`src/rtl/rwr_pkg.sv`:
```
package rwr_pkg;
  typedef enum logic [2:0] {
    PH_WRITE   = 3'd0,
    PH_UNSHUNT = 3'd1,
    PH_UNSQ    = 3'd2,
    PH_SETTLE  = 3'd3,
    PH_READY   = 3'd4
  } phase_t;
endpackage

```
`src/rtl/rwr_timer.sv`:
```
module rwr_timer #(
  parameter int CW = 4
) (
  input  logic          clk,
  input  logic          rst_n,
  input  logic          load,
  input  logic [CW-1:0] load_val,
  output logic          done
);
  logic [CW-1:0] cnt;

  always_ff @(posedge clk) begin
    if (!rst_n)            cnt <= '0;
    else if (load)         cnt <= load_val;
    else if (cnt != '0)    cnt <= cnt - 1'b1;
  end

  assign done = (cnt == '0);
endmodule

```
`src/rtl/rwr_decode.sv`:
```
module rwr_decode
  import rwr_pkg::*;
(
  input  phase_t phase,
  output logic   shunt_en,
  output logic   squelch_en,
  output logic   agc_hold,
  output logic   ready
);
  always_comb begin
    shunt_en   = (phase == PH_WRITE);
    squelch_en = (phase == PH_WRITE) || (phase == PH_UNSHUNT);
    agc_hold   = (phase == PH_WRITE) || (phase == PH_UNSHUNT) || (phase == PH_UNSQ);
    ready      = (phase == PH_READY);
  end
endmodule

```
`src/rtl/rw_recovery_seq.sv`:
```
module rw_recovery_seq
  import rwr_pkg::*;
#(
  parameter int SQ_DLY     = 16,
  parameter int AGC_DLY    = 16,
  parameter int SETTLE_DLY = SQ_DLY / 2
) (
  input  logic clk,
  input  logic rst_n,
  input  logic wr_gate,
  output logic shunt_en,
  output logic squelch_en,
  output logic agc_hold,
  output logic ready
);
  localparam int MAX_A  = (SQ_DLY > AGC_DLY) ? SQ_DLY : AGC_DLY;
  localparam int MAX_D  = (MAX_A > SETTLE_DLY) ? MAX_A : SETTLE_DLY;
  localparam int CW     = (MAX_D < 2) ? 1 : $clog2(MAX_D);
  localparam logic [CW-1:0] SQ_LD  = CW'(SQ_DLY - 1);
  localparam logic [CW-1:0] AGC_LD = CW'(AGC_DLY - 1);
  localparam logic [CW-1:0] SET_LD = CW'(SETTLE_DLY - 1);

  phase_t        phase, phase_nxt;
  logic          t_load, t_done;
  logic [CW-1:0] t_val;

  always_comb begin
    phase_nxt = phase;
    t_load    = 1'b0;
    t_val     = '0;
    if (wr_gate) begin
      phase_nxt = PH_WRITE;
    end else begin
      unique case (phase)
        PH_WRITE: begin
          phase_nxt = PH_UNSHUNT;
          t_load    = 1'b1;
          t_val     = SQ_LD;
        end
        PH_UNSHUNT: if (t_done) begin
          phase_nxt = PH_UNSQ;
          t_load    = 1'b1;
          t_val     = AGC_LD;
        end
        PH_UNSQ: if (t_done) begin
          phase_nxt = PH_SETTLE;
          t_load    = 1'b1;
          t_val     = SET_LD;
        end
        PH_SETTLE: if (t_done) phase_nxt = PH_READY;
        PH_READY:  phase_nxt = PH_READY;
        default:   phase_nxt = PH_WRITE;
      endcase
    end
  end

  always_ff @(posedge clk) begin
    if (!rst_n) phase <= PH_WRITE;
    else        phase <= phase_nxt;
  end

  rwr_timer #(.CW(CW)) u_timer (
    .clk      (clk),
    .rst_n    (rst_n),
    .load     (t_load),
    .load_val (t_val),
    .done     (t_done)
  );

  rwr_decode u_dec (
    .phase      (phase),
    .shunt_en   (shunt_en),
    .squelch_en (squelch_en),
    .agc_hold   (agc_hold),
    .ready      (ready)
  );
endmodule

```
`config.mk`:
```
export PLATFORM = sky130hd
export DESIGN_NAME = rw_recovery_seq
export DESIGN_NICKNAME = d
export VERILOG_FILES = /design/src/rtl/rwr_pkg.sv /design/src/rtl/rwr_timer.sv /design/src/rtl/rwr_decode.sv /design/src/rtl/rw_recovery_seq.sv
export SDC_FILE = /design/constraint.sdc
export NUM_CORES = 1
export LEC_CHECK = 0
export BUFFER_PORTS_ARGS = -buffer_cell sky130_fd_sc_hd__buf_2
export CAP_MARGIN = 20
export CORE_AREA = 2 2 39 41
export DETAILED_ROUTE_END_ITERATION = 8
export DIE_AREA = 0 0 41 43
export GPL_TIMING_DRIVEN = 0
export REMOVE_ABC_BUFFERS = 1
export SYNTH_ARGS = -nofsm -noshare
export SYNTH_HDL_FRONTEND = slang
export SYNTH_SLANG_ARGS = --single-unit
```
`constraint.sdc`:
```
create_clock -name clk -period 1.3 [get_ports clk]
set_input_delay 0.13 -clock clk [delete_from_list [all_inputs] [get_ports clk]]
set_output_delay 0.13 -clock clk [all_outputs]
set_load 0.005 [all_outputs]
```
==> reports/metrics.cfg <==
[critical_path]
cp.required_ps=1470
endpoint_kind=flip-flop
cp_data_arrival_time_ps=1510
cp-start-kind=flip-flop
critical_path_class=reg -> reg
path_max_fanout=6
r2r_start=u_timer.cnt[1]
startpoint=u_timer.cnt[1]

[floorplanning]
coreArea_sq_um=1380
die_area_sq_um=1760
start_util_pct=26.6
dieWidth_microns=41
dieHeight_microns=43
rows=14
pin_count=7

[drt]
drt_iter0_drc=11
ant_nets=0
vias=350
routed-wl-met2_microns=398
wl_per_cell_microns=12.7
met3_length_microns=35
dr.pass1.iters=4
wl_met1_microns=410
highest_layer=met4
drcViolationCount=0
routed_via_density=5.07
drt_wl_total_microns=875

[cells_and_area]
fillCellCount=141
regArea_sq_um=143
multi_input_area_sq_um=240
nNetsFinal=58
n_antenna_cell=0
final_area_sq_um=497
area_growth_pct=35.0
drive_gt1_share_pct=47.2

[timing]
rsz0062_at_grt=true
max-slew-margin-rel_pct=74.1
setup_violations=2
finalCriticalPeriod_ps=1340
hold_viol_final=0
drv_slew=0
max_slew.worst_pin.slew_ps=388
worst_slack_ps=-37.1
max_freq_mhz=748
clock_skew_ps=2.85
min_period_over_period_pct=103

[power]
vdd_drop_max_uv=392
power_frac_clock_pct=32.3
p_total_w=0.000629
p_sw_w=0.000183
pwr-share-seq_pct=42.2
power.internal_w=0.000445
sw_frac_of_total_pct=29.1
p_comb_share_pct=25.6
power_density_nw_per_um2=1270
p_leak_nw=0.192

[place]
placed_cell_area_sq_um=408
place_congestion=0.688
dp_hpwl_microns=560
io_buffers=6
pre_cts_ws_ps=-214

[global_routing]
grt_pass1_wl_microns=1340
antenna_found_initial=0
grtUsageTotal_pct=11.4
grt_overflow_total=0
grt_max_degree=10
grt_pass1_vias=334

[clock_tree]
cts_root_buf=clkbuf_4
cts_hold_buf=0
htree_levels=1
clk_pin_slew_worst_paths_ps=60
cts_num_sinks=7
cts_buffers=3
cts_tree=yes
cts_buffer_depth=2
clk_latency_ps=250

[yosys]
ys_ff_latch=7
synthCells=42
avgSynthCellArea_sq_um=8.76
yosys_warnings=0
syn-cell-area_sq_um=368
synth-seq-area-share_pct=38.1
synth_cell_type_count=22

[run]
cap_violations=0

[min_path]
min_from=wr_gate
hp-class=in -> reg

[status]
status=finished with violations
violations=setup timing

worst max-delay path, cell delays in order (launching register included):
cell     delay, ps
dfxtp_2        320
inv_2           60
ha_4           130
or3b_4         420
and3b_1        180
nor3_1         150
cell families after synthesis:
logic type               count (synthesis)  share of synthesized area [%]
XOR/XNOR                                 1                           2.38
flip-flops                               7                           38.1
adder cells (fa/ha/maj)                  1                           3.40
multiplexers                             1                           2.72
AND/OR/NAND/NOR                         17                           28.9
AO/OA/AOI/OAI                            9                           17.7
buffers and inverters                    6                           6.80
placed cells by master (no fill, tap or decap), types with 2 or more instances in the layout:
| cell type | n |
|---|---|
| buf_2 | 6 |
| nor3_1 | 5 |
| dfxtp_1 | 5 |
| nor2_1 | 3 |
| clkbuf_4 | 3 |
| buf_4 | 3 |
| inv_2 | 2 |
| nand2b_1 | 2 |
| inv_1 | 2 |
| a311oi_1 | 2 |
| a31oi_1 | 2 |
| dfxtp_2 | 2 |
through the flow:
step | instances | utilization (%) | hold WS, ps | TNS [ps]
after floorplan | 40 | - | 209 | -168
after global placement | 62 | 29.5 | 349 | -592
after detailed placement | 62 | 29.5 | 347 | -717
after CTS | 69 | 34.3 | 78.5 | -51.5
after global routing | 69 | 35.9 | 96.5 | -278
final | 69 | 35.9 | 104 | -70.1
flip-flops by register name, summed over array words and instances, names as in the netlist:
signal       count
u_timer.cnt      4
phase            3
power by group through the flow:
stage | Combinational [W] | Sequential (W) | Clock [W]
final | 0.000161 | 0.000265 | 0.000203
after global routing | 0.000176 | 0.000270 | 0.000227
after CTS | 0.000152 | 0.000263 | 0.000209
after detailed placement | 0.000108 | 0.000268 | 0
after global placement | 0.000104 | 0.000266 | 0
after floorplan | 0.0000845 | 0.000261 | 0
cells in the mapped netlist:
| cell | instances | share of area, % |
|---|---|---|
| a211oi_1 | 1 | 2.0 |
| buf_2 | 2 | 2.7 |
| a211o_1 | 1 | 2.4 |
| nor2_1 | 3 | 3.1 |
| a311oi_1 | 2 | 4.8 |
| and4bb_2 | 1 | 3.4 |
| o21ai_0 | 1 | 1.4 |
| and3b_1 | 1 | 2.4 |
| nand2b_1 | 2 | 3.4 |
| inv_1 | 4 | 4.1 |
| or3b_2 | 1 | 2.4 |
| a21oi_1 | 1 | 1.4 |
| ha_1 | 1 | 3.4 |
| mux2i_1 | 1 | 2.7 |
| dfxtp_1 | 7 | 38 |
| a31oi_1 | 2 | 3.4 |
| o21ai_2 | 1 | 2.4 |
| nor2b_1 | 1 | 1.7 |
| or3b_1 | 1 | 2.4 |
| xnor2_1 | 1 | 2.4 |
| nor3b_1 | 1 | 2.0 |
| nor3_1 | 6 | 8.2 |
routing by layer:
| layer | GRT usage, % | vias to the layer above |
|---|---|---|
| li1 | - | 173 |
| met2 | 15.6 | 13 |
| met3 | 1.57 | 6 |
| met1 | 14.7 | 158 |
| met5 | 0 | - |
| met4 | 10.0 | 0 |
path summary, 6_finish.rpt:
kind,slack [ps],depth (start not counted),end
setup / recovery,-40,5,phase[0]
hold / removal,100,2,phase[2]
setup reg to reg,-40,5,phase[0]
hold reg to reg,560,2,u_timer.cnt[2]
area by class of cell:
type	instances	area share, %
multi-input cells	29	48.4
flip-flops and latches	7	28.7
repair buffers	9	10.6
clock buffers	4	5.29
well taps	16	4.03
inverters	4	3.02
timing repair:
action | CTS | global route
pin swaps | 2 | 1
cloned | 0 | 0
resized for setup | 7 | 4
endpoints found under the setup margin | 5 | 9
setup buffers | 3 | 0
Note: power is estimated with default switching activity, not from simulation.
